$ cat src/rtl/evt_cnt_pkg.sv
package evt_cnt_pkg;
    localparam int CNT_W  = 16;
    localparam int BYTE_W = 8;
    localparam int IDX_W  = 8;

    typedef logic [CNT_W-1:0]  cnt_t;
    typedef logic [BYTE_W-1:0] byte_t;

    typedef struct packed {
        logic             hit_cnt;
        logic             hit_hold;
        logic             lsb;
        logic [IDX_W-1:0] idx;
    } rd_dec_t;

    function automatic cnt_t sat_inc(input cnt_t v);
        return (v == '1) ? v : v + cnt_t'(1);
    endfunction

    function automatic byte_t pick_byte(input cnt_t v, input logic lo);
        return lo ? v[BYTE_W-1:0] : v[CNT_W-1:BYTE_W];
    endfunction
endpackage

$ cat src/rtl/evt_cnt_edge.sv
module evt_cnt_edge (
    input  logic clk,
    input  logic rst,
    input  logic lvl,
    output logic pulse
);
    logic prev_q;

    always_ff @(posedge clk) begin
        if (rst) prev_q <= 1'b0;
        else     prev_q <= lvl;
    end

    assign pulse = lvl & ~prev_q;
endmodule

$ cat src/rtl/evt_cnt_dec.sv
module evt_cnt_dec
    import evt_cnt_pkg::*;
#(
    parameter int N_CNT     = 4,
    parameter int ADDR_W    = 8,
    parameter int BASE_ADDR = 'h50,
    parameter int HOLD_ADDR = 'h6C
) (
    input  logic [ADDR_W-1:0] addr,
    output rd_dec_t           dec
);
    localparam int SPAN = 2 * N_CNT;

    int off;

    always_comb begin
        off          = int'(addr) - BASE_ADDR;
        dec          = '0;
        dec.hit_cnt  = (off >= 0) && (off < SPAN);
        dec.hit_hold = (int'(addr) == HOLD_ADDR);
        dec.lsb      = addr[0] ^ BASE_ADDR[0];
        if (dec.hit_cnt) dec.idx = IDX_W'(off >>> 1);
    end
endmodule

$ cat src/rtl/evt_cnt_cell.sv
module evt_cnt_cell
    import evt_cnt_pkg::*;
(
    input  logic clk,
    input  logic rst,
    input  logic evt,
    input  logic clr,
    output cnt_t cnt
);
    cnt_t cnt_q;

    always_ff @(posedge clk) begin
        if (rst)      cnt_q <= '0;
        else if (clr) cnt_q <= evt ? cnt_t'(1) : '0;
        else if (evt) cnt_q <= sat_inc(cnt_q);
    end

    assign cnt = cnt_q;
endmodule

$ cat src/rtl/evt_cnt_bank.sv
module evt_cnt_bank
    import evt_cnt_pkg::*;
#(
    parameter int N_CNT     = 4,
    parameter int ADDR_W    = 8,
    parameter int BASE_ADDR = 'h50,
    parameter int HOLD_ADDR = 'h6C
) (
    input  logic              clk,
    input  logic              rst,
    input  logic [N_CNT-1:0]  evt_i,
    input  logic              rd_stb_i,
    input  logic [ADDR_W-1:0] rd_addr_i,
    output logic [7:0]        rd_data_o
);
    logic                   rd_pulse;
    rd_dec_t                dec;
    logic [N_CNT-1:0]       clr_vec;
    cnt_t                   cnt_arr [N_CNT];
    logic [N_CNT*CNT_W-1:0] cnt_flat;
    cnt_t                   sel_cnt;
    byte_t                  hold_q;
    byte_t                  rd_q;

    evt_cnt_edge u_edge (
        .clk   (clk),
        .rst   (rst),
        .lvl   (rd_stb_i),
        .pulse (rd_pulse)
    );

    evt_cnt_dec #(
        .N_CNT     (N_CNT),
        .ADDR_W    (ADDR_W),
        .BASE_ADDR (BASE_ADDR),
        .HOLD_ADDR (HOLD_ADDR)
    ) u_dec (
        .addr (rd_addr_i),
        .dec  (dec)
    );

    for (genvar g = 0; g < N_CNT; g++) begin : g_cnt
        assign clr_vec[g] = rd_pulse & dec.hit_cnt & (int'(dec.idx) == g);

        evt_cnt_cell u_cell (
            .clk (clk),
            .rst (rst),
            .evt (evt_i[g]),
            .clr (clr_vec[g]),
            .cnt (cnt_arr[g])
        );

        assign cnt_flat[g*CNT_W +: CNT_W] = cnt_arr[g];
    end

    always_comb begin
        sel_cnt = '0;
        for (int i = 0; i < N_CNT; i++) begin
            if (int'(dec.idx) == i) sel_cnt = cnt_arr[i];
        end
    end

    always_ff @(posedge clk) begin
        if (rst) begin
            hold_q <= '0;
            rd_q   <= '0;
        end else if (rd_pulse) begin
            if (dec.hit_cnt) begin
                rd_q   <= pick_byte(sel_cnt, dec.lsb);
                hold_q <= pick_byte(sel_cnt, ~dec.lsb);
            end else if (dec.hit_hold) begin
                rd_q   <= hold_q;
            end else begin
                rd_q   <= '0;
            end
        end
    end

    assign rd_data_o = rd_q;
endmodule

$ cat config.mk
export PLATFORM = sky130hd
export DESIGN_NAME = evt_cnt_bank
export DESIGN_NICKNAME = d
export VERILOG_FILES = /design/src/rtl/evt_cnt_pkg.sv /design/src/rtl/evt_cnt_edge.sv /design/src/rtl/evt_cnt_dec.sv /design/src/rtl/evt_cnt_cell.sv /design/src/rtl/evt_cnt_bank.sv
export SDC_FILE = /design/constraint.sdc
export NUM_CORES = 1
export LEC_CHECK = 0
export BUFFER_PORTS_ARGS = -buffer_cell sky130_fd_sc_hd__buf_2
export CAP_MARGIN = 20
export CORE_ASPECT_RATIO = 2
export CORE_MARGIN = 8
export CORE_UTILIZATION = 41
export CTS_CLUSTER_DIAMETER = 50
export DETAILED_ROUTE_END_ITERATION = 6
export GPL_TIMING_DRIVEN = 1
export PLACE_DENSITY = 0.62
export SETUP_SLACK_MARGIN = 0.5
export SYNTH_ARGS = -nofsm -noshare
export SYNTH_HDL_FRONTEND = slang
export SYNTH_HIERARCHICAL = 1
export SYNTH_SLANG_ARGS = --single-unit
$ cat constraint.sdc
create_clock -name clk -period 4 [get_ports clk]
set_input_delay 0.6 -clock clk [delete_from_list [all_inputs] [get_ports clk]]
set_output_delay 0.6 -clock clk [all_outputs]
set_load 0.02 [all_outputs]
Word-level counts from Yosys, hierarchy flattened
Index checks and enable logic that the tools add are counted.
{ "classes": {"n_bitwise": 7, "eq_ne": 12, "mux": 25, "reduce_logical": 11, "magnitude_cmp": 2, "add_sub_neg": 5} }
{ "ops": {"columns": ["op", "count"], "rows": [
  ["16-bit two-way mux", 16],
  ["16-bit by 1-bit adder with 16-bit output (second input constant)", 4],
  ["16-bit equality test (second input constant)", 4],
  ["8-bit two-way mux", 5],
  ["32-bit by 1-bit >= comparator with 1-bit output (second input constant)", 1],
  ["32-bit by 5-bit < comparator with 1-bit output (second input constant)", 1],
  ["8-bit by 3-bit equality test with 1-bit output (second input constant)", 2],
  ["2-bit AND reduction", 5],
  ["8-bit by 7-bit subtractor with 9-bit output (second input constant)", 1],
  ["8-bit by 2-bit equality test with 1-bit output (second input constant)", 1],
  ["8-bit equality test (second input constant)", 1],
  ["8-bit zero test", 1],
  ["2-bit by 1-bit != test with 1-bit output (second input constant)", 4],
  ["2-bit nonzero test", 4],
  ["1-bit bitwise AND", 6],
  ["1-bit two-way mux", 4],
  ["1-bit logical AND", 1],
  ["1-bit inverter", 1]
]} }
{ "totals": {"ff_bits": 81, "elab_cells": 69, "output_inout_bits": 8} }

Longest topological paths before layout
Gate-level depths: netlist (run 1).
{ "depth": {"ltp_word": 11, "depth_mapped": 13} }

Cells and area by module
The synthesis (run 1) kept the hierarchy.
{ "by_module_without_submodules": {"columns": ["mod", "area_each_um2", "n_inst", "cells_per_inst", "seq_area_each_um2"], "rows": [
  ["evt_cnt_cell", 877.1, 4, 108, 320.3],
  ["evt_cnt_bank", 1660.3, 1, 130, 320.3],
  ["evt_cnt_dec", 166.4, 1, 22, 0.0],
  ["evt_cnt_edge", 47.5, 1, 3, 20.0]
]} }

Worst setup path before layout (run 1)
OpenSTA, ideal clock, no wires.
{ "synth_path": {"path_kind": "input-to-reg", "from": "in rd_addr_i[4]", "to": "reg g_cnt[2].u_cell.cnt_q[12]", "setup_ns": 0.132, "arrival_ns": 3.328, "setup_slack_ns": 0.540, "path_buffers": 2, "stages": 12, "path_cell_list": "inv_1 > ha_1 > or3b_1 > a211oi_1 > or4b_1 > nor4_2 > buf_4 > nand2_1 > nor3b_1 > or2_2 > clkbuf_1 > a21oi_1"} }
{ "synth_lines": {"columns": ["element", "line", "text"], "rows": [
  ["from (decl)", "evt_cnt_bank.sv:13", "input logic [ADDR_W-1:0] rd_addr_i,"],
  ["to (signal assigned)", "evt_cnt_cell.sv:14", "else if (clr) cnt_q <= evt ? cnt_t'(1) : '0;"],
  ["to (signal assigned)", "evt_cnt_cell.sv:15", "else if (evt) cnt_q <= sat_inc(cnt_q);"],
  ["to (decl)", "evt_cnt_cell.sv:10", "cnt_t cnt_q;"]
]} }

==> results of run 1 <==
[power groups by stage]
stage / registers (mW) / clock network, mW / logic, mW
final: 0.833 / 0.786 / 0.117
after global routing: 0.834 / 0.831 / 0.131
after CTS: 0.833 / 0.804 / 0.117
after detailed placement: 0.851 / 0 / 0.116
after global placement: 0.850 / 0 / 0.114
after floorplan: 0.852 / 0 / 0.0800
[what timing repair did]
item                                    CTS  global route
resized for setup                         0             2
hold buffers                              0             0
endpoints found under the setup margin    0             3
hold endpoints to repair                  0             0
[final timing paths]
check,end,slack (ns),depth (start not counted)
setup reg to reg,g_cnt[0].u_cell/cnt[11],1.73,5
hold reg to reg,rd_data_o[6],0.47,2
setup / recovery,g_cnt[2].u_cell/cnt[10],0.67,14
hold / removal,rd_data_o[6],0.47,2
[cells in the mapped netlist, types with 12 or more instances]
master | n | area, sq um
nand3_1 | 28 | 140
dfxtp_1 | 81 | 1620
inv_1 | 24 | 90.1
o21ai_0 | 20 | 100
nor4_1 | 12 | 75.1
mux4_2 | 24 | 541
nor2_1 | 20 | 75.1
a21oi_1 | 57 | 285
nand2_1 | 42 | 158
or4_1 | 32 | 240
nand4_1 | 16 | 100
o31ai_1 | 40 | 300
[stage by stage]
step                      utilization  cells
after floorplan                     -    592
after global placement          0.435    742
after detailed placement        0.435    742
after CTS                       0.457    758
after global routing            0.458    758
final                           0.458    758
[final cells by class]
| cell class | instances | area (sq um) |
|---|---|---|
| Inverter | 24 | 90.1 |
| Clock inverter | 4 | 27.5 |
| Clock buffer | 12 | 256 |
| Fill cell | 1249 | 7010 |
| Timing Repair Buffer | 33 | 218 |
| Multi-Input combinational cell | 452 | 3510 |
| Tap cell | 152 | 190 |
| Sequential cell | 81 | 1620 |
[critical path: stages]
cell and delay, ns:
buf_2 0.09, inv_1 0.05, ha_1 0.20, or3b_1 0.47
a211oi_2 0.31, or4b_1 0.49, nor4_2 0.25, nand2_1 0.18
nor3b_1 0.23, buf_4 0.16, or2_2 0.28, nor2_1 0.07
nand4_1 0.09, nand2_1 0.06
[layer usage]
layer | vias up | wire [um] | GRT usage
li1 | 2372 | - | -
met2 | 164 | 8370 | 0.331
met5 | - | 0 | 0
met1 | 2456 | 5730 | 0.173
met3 | 45 | 471 | 0.0256
met4 | 0 | 710 | 0.121
[flip-flops by register name, summed over array words and instances, names as in the netlist]
signal / flops
u_edge/prev_q: 1
hold_q: 8
g_cnt.u_cell/cnt: 64
rd_data_o: 8
[cells by family after synthesis]
logic type	count (synthesis)
and+or+nand+nor	224
muxes	44
buffers and inverters	59
AOI/OAI and AO/OA	172
DFF	81
other	1
adders and majority gates	6
==> results.cfg, run 1 <==
[drt]
dr_total_vias = 5037
drt_iter0_drc = 341
avgViaCountPerCell = 6.65
wl_um = 15300
drtPass1Iterations = 7
ant_nets = 0
drc_errors = 0
wl_per_cell_um = 20.2

[sta]
period_share = 0.832
drv_slew = 0
layout_setup_ws_ns = 0.674
finalClockSkew_ns = 0.00635
rsz0062_at_grt = false
finalSetupViolCount = 0
hold_ws_ns = 0.469
final-hold-violation-count = 0
worstMarginPinSlew_ns = 0.722
fin_setup_tns_ns = 0
max_slew_margin = 0.515
fmax_mhz = 301
period_needed_ns = 3.33

[setup_path]
worstSetupPathType = input pin to flip-flop
endpoint_kind = flip-flop
arrival_ns = 3.54
cp.required_ns = 4.21
startpoint = rd_addr_i[4]
r2r-start = g_cnt[0].u_cell/cnt[1]
cp-start-kind = input pin
cp_max_fo = 13

[synthesis]
synth.cell_area_sq_um = 5380
synth_fa_ha_area_frac = 0.0139
synth_top_family_by_area = simple AND/OR/NAND/NOR gates
postSynthAreaPerCell_sq_um = 9.17
synthCells = 587
ys_ff_latch = 81
seq_area_frac_synth = 0.301
synth_cell_types = 53
synth-xor-area-share = 0
synth_compound_area_frac = 0.211
yosys.area_share.simple = 0.255
ys.flop_type = dfxtp_1
synth_edf_count = 0
async_flop_share = 0
yosysWarningCount = 6
synthMuxAreaShare = 0.164

[cells_and_area]
design_area_sq_um = 5910
area_growth_pct = 9.83
final_cell_mix = dfxtp_1, a21oi_1, nand2_1, o31ai_1, or4_1
diodes = 0
drive_gt1_frac = 0.188
nets = 622
mostFrequentLayoutCell = dfxtp_1

[placed_design]
gp_congestion = 0.856
place_hpwl_um = 11700
io_buffers = 22
dpl-instance-area_sq_um = 5620
pre_cts_ws_ns = 0.215

[power_and_ir_drop]
p_int_mw = 1.32
p_switching_mw = 0.420
totalPowerFinal_mw = 1.74
cellLeakagePower_nw = 1.81
sw_frac_of_total = 0.242
clkPwrFrac = 0.453
power.density_nw_per_um2 = 294
peakVddDrop_mv = 0.296
comb_power_share = 0.068
seq_power_share = 0.480

[clock_network]
h-tree-depth = 3
post-cts-setup-buffer-count = 0
clock_latency_ns = 0.34
root_buffer = clkbuf_16
cts_tree = done
clock_path_buffers = 2
cts.sinks = 81
cts_buffers = 9
clk_pin_slew_worst_paths_ns = 0.06

[global_route]
grt_pass1_wl_um = 24800
antenna_found_initial = 0
grt_overflow = 0
grt_max_degree = 37
grt_pass1_vias = 4875
grtUsageTotal = 0.176

[min_path]
hold_path.class = flip-flop to flip-flop
hold_start = hold_q[6]

[job]
maxCapViolCount = 0

[floorplanning]
initial_core_util = 0.417
fp-row-count = 59
dieArea_sq_um = 17300
die_height_um = 178
die_x_um = 97.0
core_area_sq_um = 12900
ios = 23

[outcome]
run_status = finished, final reports clean
(Power assumes the default switching activity.)
==> inputs of run 2 (changes only) <==
- clock period: 4 -> 3.45 ns (I/O delays scaled with it)
==> run 2 against run 1 <==
  * Total power up 22%
  * Routed wire length increased by 6.6%
  * Core utilization rose by 2.6 points
  * Combinational power is 41% higher
  * Largest power group is now clock
  * First-iteration DRC count rose by 41%
==> results.cfg, run 2 (synthesis gave the netlist of run 1 again) <==
[placed_design]
place_hpwl_um = 12300
dpl-instance-area_sq_um = 5820
gp_congestion = 0.891
io_buffers = 22
pre_cts_ws_ns = -0.0756

[floorplanning]
dieArea_sq_um = 17300
fp-row-count = 59
ios = 23
core_area_sq_um = 12900
die_height_um = 178
die_x_um = 97.0
initial_core_util = 0.417

[clock_network]
cts_tree = done
cts_buffers = 9
cts_hold_buf = 0
cts.sinks = 81
clock_path_buffers = 2
clk_pin_slew_worst_paths_ns = 0.06
clock_latency_ns = 0.34
h-tree-depth = 3
root_buffer = clkbuf_16

[setup_path]
arrival_ns = 3.12
r2r_slack_ns = 1.20
r2r-start = g_cnt[1].u_cell/cnt[1]
worstSetupPathType = input pin to flip-flop
cp_max_fo = 36
r2r_end = g_cnt[1].u_cell/cnt[11]
endpoint_kind = flip-flop
cp-start-kind = input pin
cp.required_ns = 3.68
worst_r2r_path_depth = 5

[power_and_ir_drop]
p_int_mw = 1.64
peakVddDrop_mv = 0.292
cellLeakagePower_nw = 1.92
sw_frac_of_total = 0.226
totalPowerFinal_mw = 2.12
seq_power_share = 0.455
comb_power_share = 0.078
power.density_nw_per_um2 = 339
p_switching_mw = 0.480
clkPwrFrac = 0.467

[drt]
drt_iter0_drc = 482
wl_met3_um = 564
wl_met1_um = 5920
drtPass1Iterations = 5
drc_errors = 0
dr_total_vias = 5099
avgViaCountPerCell = 6.64
route.met2.wl_um = 9160
top_layer_used = met4
wl_um = 16300
ant_nets = 0
wl_per_cell_um = 21.2

[global_route]
grtUsageTotal = 0.184
grt_pass1_wl_um = 25900
grt_pass1_vias = 5128
grt_overflow = 0
antenna_found_initial = 0
grt_max_degree = 37

[cells_and_area]
diodes = 0
multi_input_area_sq_um = 3660
final_cell_mix = dfxtp_1, nand2_1, o31ai_1, a21oi_1, or4_1
drive_gt1_frac = 0.248
nets = 634
design_area_sq_um = 6250
seqCellArea_sq_um = 1620
largest_reg_flops = 64
mostFrequentLayoutCell = dfxtp_1
fillers = 1217
final_core_util = 0.484
area_growth_pct = 16.1

[sta]
drv_slew = 0
rsz0062_at_grt = true
fmax_mhz = 346
final-hold-violation-count = 0
finalSetupViolCount = 0
period_share = 0.839
finalClockSkew_ns = 0.00759
max_slew_margin = 0.507
period_needed_ns = 2.89
worstMarginPinSlew_ns = 0.734
layout_setup_ws_ns = 0.556

[outcome]
run_status = finished, final reports clean

[min_path]
whs_endpoint = u_edge/prev_q
hold_start = rd_stb_i
hold_path.class = input pin to flip-flop
hold_depth = 2

[job]
maxCapViolCount = 0
[run 2: worst max path at each step]
| stage | from | endpoint | slack (ns) |
|---|---|---|---|
| 4_1_cts | rd_addr_i[5] | g_cnt[2].u_cell/cnt[10] | 0.50 |
| 3_5_place_dp | rd_addr_i[5] | g_cnt[2].u_cell/cnt[10] | -0.08 |
| 5_1_grt | rd_addr_i[4] | g_cnt[2].u_cell/cnt[10] | 0.44 |
| 6_report | rd_addr_i[4] | hold_q[5] | 0.56 |
| 2_1_floorplan | rd_addr_i[5] | g_cnt[1].u_cell/cnt[12] | 0.42 |
| 3_3_place_gp | rd_addr_i[5] | g_cnt[2].u_cell/cnt[10] | -0.05 |
[run 2: routing by layer]
metal	up-vias	track usage
met5	-	0
met2	164	0.352
met3	44	0.0260
met1	2502	0.180
met4	0	0.112
li1	2389	-
[run 2: cell type report]
| cell class | count | area share |
|---|---|---|
| clock buffers | 10 | 0.0366 |
| clock inverters | 4 | 0.0112 |
| inverters | 24 | 0.0176 |
| multi-input cells | 452 | 0.586 |
| flip-flops and latches | 81 | 0.259 |
| well taps | 152 | 0.0304 |
| repair buffers | 45 | 0.0586 |
[run 2: repair_timing]
item | in CTS | in global routing
cloned | 0 | 1
pin swaps | 5 | 3
buffers inserted | 6 | 1
endpoints found under the setup margin | 69 | 54
resized for setup | 4 | 8
[run 2: critical path, stage by stage]
cell and delay (ns):
buf_8 0.09, inv_8 0.03, ha_4 0.14, or3b_4 0.39
buf_4 0.16, a2111oi_4 0.39, buf_12 0.28, mux4_1 0.59
mux2_2 0.31, a22o_1 0.20
[run 2: power groups by stage]
| stage | combinational, mW | sequential (mW) | clock (mW) |
|---|---|---|---|
| 2_1_floorplan | 0.107 | 0.987 | 0 |
| 3_3_place_gp | 0.147 | 0.986 | 0 |
| 3_5_place_dp | 0.150 | 0.987 | 0 |
| 4_1_cts | 0.157 | 0.966 | 1.01 |
| 5_1_grt | 0.182 | 0.968 | 1.04 |
| 6_report | 0.165 | 0.966 | 0.991 |
[run 2: per-stage QoR]
| step | instances | hold WS (ns) | TNS, ns |
|---|---|---|---|
| finish | 768 | 0.415 | 0 |
| global route | 768 | 0.427 | 0 |
| CTS | 766 | 0.413 | 0 |
| detailed placement | 746 | 0.469 | -0.672 |
| global placement | 746 | 0.460 | -0.270 |
| floorplan | 592 | 0.447 | 0 |
==> inputs of run 3 (changes only) <==
- PLACE_DENSITY: 0.62 -> 0.64
- clock period: 3.45 -> 2.47 ns (I/O delays scaled with it)
==> run 3 against run 2 <==
  * The run now ends with setup timing left
  * Routed wire length up 8.9%
  * Largest power group unchanged
  * Largest cell class unchanged
  * Hold slack lost 0.14 ns
  * Total power grew 55%
==> results.cfg, run 3 (synthesis gave the netlist of run 1 again) <==
[global_route]
grtUsageTotal = 0.196
antenna_found_initial = 0
grt_overflow = 0
grt_max_degree = 34
grt_pass1_wl_um = 27800
grt_pass1_vias = 5600

[drt]
drt_iter0_drc = 387
wl_per_cell_um = 21.9
ant_nets = 0
wl_um = 17700
dr_total_vias = 5405
drc_errors = 0
avgViaCountPerCell = 6.67
drtPass1Iterations = 5

[power_and_ir_drop]
p_int_mw = 2.57
sw_frac_of_total = 0.221
peakVddDrop_mv = 0.781
seq_power_share = 0.409
power.density_nw_per_um2 = 471
clkPwrFrac = 0.504
p_switching_mw = 0.729
cellLeakagePower_nw = 2.19
comb_power_share = 0.087

[clock_network]
clock_path_buffers = 2
clock_latency_ns = 0.34
clk_pin_slew_worst_paths_ns = 0.06
root_buffer = clkbuf_16
h-tree-depth = 3
cts_hold_buf = 0
cts.sinks = 81
cts_buffers = 9
cts_tree = done

[floorplanning]
core_area_sq_um = 12900
die_x_um = 97.0
initial_core_util = 0.417
die_height_um = 178
ios = 23
dieArea_sq_um = 17300
fp-row-count = 59

[cells_and_area]
final_cell_mix = dfxtp_1, nand2_1, o31ai_1, a21oi_2, or4_1
nets = 675
drive_gt1_frac = 0.362
fillers = 1115
fin_cells = 810
area_growth_pct = 30.1
largest_reg_flops = 64
diodes = 0
design_area_sq_um = 7000
mostFrequentLayoutCell = dfxtp_1

[sta]
final-hold-violation-count = 0
finalSetupViolCount = 75
period_share = 1.06
worstMarginPinSlew_ns = 0.928
fin_setup_tns_ns = -4.96
period_needed_ns = 2.61
layout_setup_ws_ns = -0.140
max_slew_margin = 0.381
finalClockSkew_ns = 0.00894
rsz0062_at_grt = true
drv_slew = 0
fmax_mhz = 383

[setup_path]
crit_chain = buf_12 -> inv_12 -> ha_4 -> or3b_4 -> buf_6 -> a2111oi_4 -> buf_6 -> buf_12 -> buf_16 -> mux4_2 -> mux2_4 -> a22o_1
worst_r2r_path_depth = 6
r2r_slack_ns = 0.31
arrival_ns = 2.83
max_stage_delay_ns = 0.49
cp-start-kind = input pin
cp_max_fo = 5
endpoint = hold_q[1]
r2r_end = g_cnt[3].u_cell/cnt[7]
cp.required_ns = 2.69
r2r-start = g_cnt[3].u_cell/cnt[1]
startpoint = rd_addr_i[5]
cpMaxStageDelayCell = mux4_2
worstSetupPathType = input pin to flip-flop
endpoint_kind = flip-flop

[outcome]
violations = setup timing
run_status = finished, violations left

[placed_design]
dpl-instance-area_sq_um = 6090
place_hpwl_um = 12500
io_buffers = 22
dpl.cell_count = 772
gp_congestion = 0.897
pre_cts_ws_ns = -0.684

[min_path]
hold_path.class = input pin to flip-flop

[job]
maxCapViolCount = 0
run 3: worst min path at each step:
stage / startpoint / end / slack, ns / cells past startpoint
after global placement: hold_q[6] / rd_data_o[6] / 0.46 / 2
after detailed placement: hold_q[4] / rd_data_o[4] / 0.46 / 2
after global routing: rd_stb_i / u_edge/prev_q / 0.28 / 2
after floorplan: rst / u_edge/prev_q / 0.43 / 1
final: rd_stb_i / u_edge/prev_q / 0.28 / 2
after CTS: rd_stb_i / u_edge/prev_q / 0.28 / 2
run 3: repair_timing:
action	in CTS	in global routing
setup buffers	13	6
gates resized for setup	54	31
gates cloned	3	1
setup endpoints to repair	80	80
pin swaps	33	23
run 3: power by group through the flow:
stage | Combinational, mW | Clock, mW | Sequential (mW)
final | 0.287 | 1.66 | 1.35
after CTS | 0.267 | 1.68 | 1.35
after global placement | 0.224 | 0 | 1.38
after detailed placement | 0.229 | 0 | 1.38
after floorplan | 0.155 | 0 | 1.38
after global routing | 0.309 | 1.72 | 1.35
run 3: final cells by class:
class,instances,area (sq um),share of cell area
well taps,152,190,0.0272
multi-input cells,452,3850,0.549
clock inverters,5,128,0.0182
repair buffers,86,867,0.124
clock buffers,10,239,0.0341
inverters,24,110,0.0157
flip-flops and latches,81,1620,0.232
run 3: per-stage QoR:
stage               utilization  hold WS (ns)  power (mW)
finish                    0.542         0.278        3.30
CTS                       0.532         0.276        3.30
global placement          0.471         0.460        1.60
global route              0.542         0.280        3.38
floorplan                     -         0.435        1.53
detailed placement        0.471         0.465        1.61
run 3: routing by layer:
metal,up-vias,wire length [um],global-route usage
met2,212,9520,0.372
met1,2641,6070,0.176
met3,83,818,0.0337
met5,-,0,0
met4,0,1340,0.164
li1,2469,-,-
run 3: critical path: cells and delay by family:
family | cells | cell delay [ns]
AND/OR/NAND/NOR | 1 | 0.38
adder cells (fa/ha/maj) | 1 | 0.14
multiplexers | 2 | 0.77
AO/OA/AOI/OAI | 2 | 0.47
buffers and inverters | 6 | 0.70
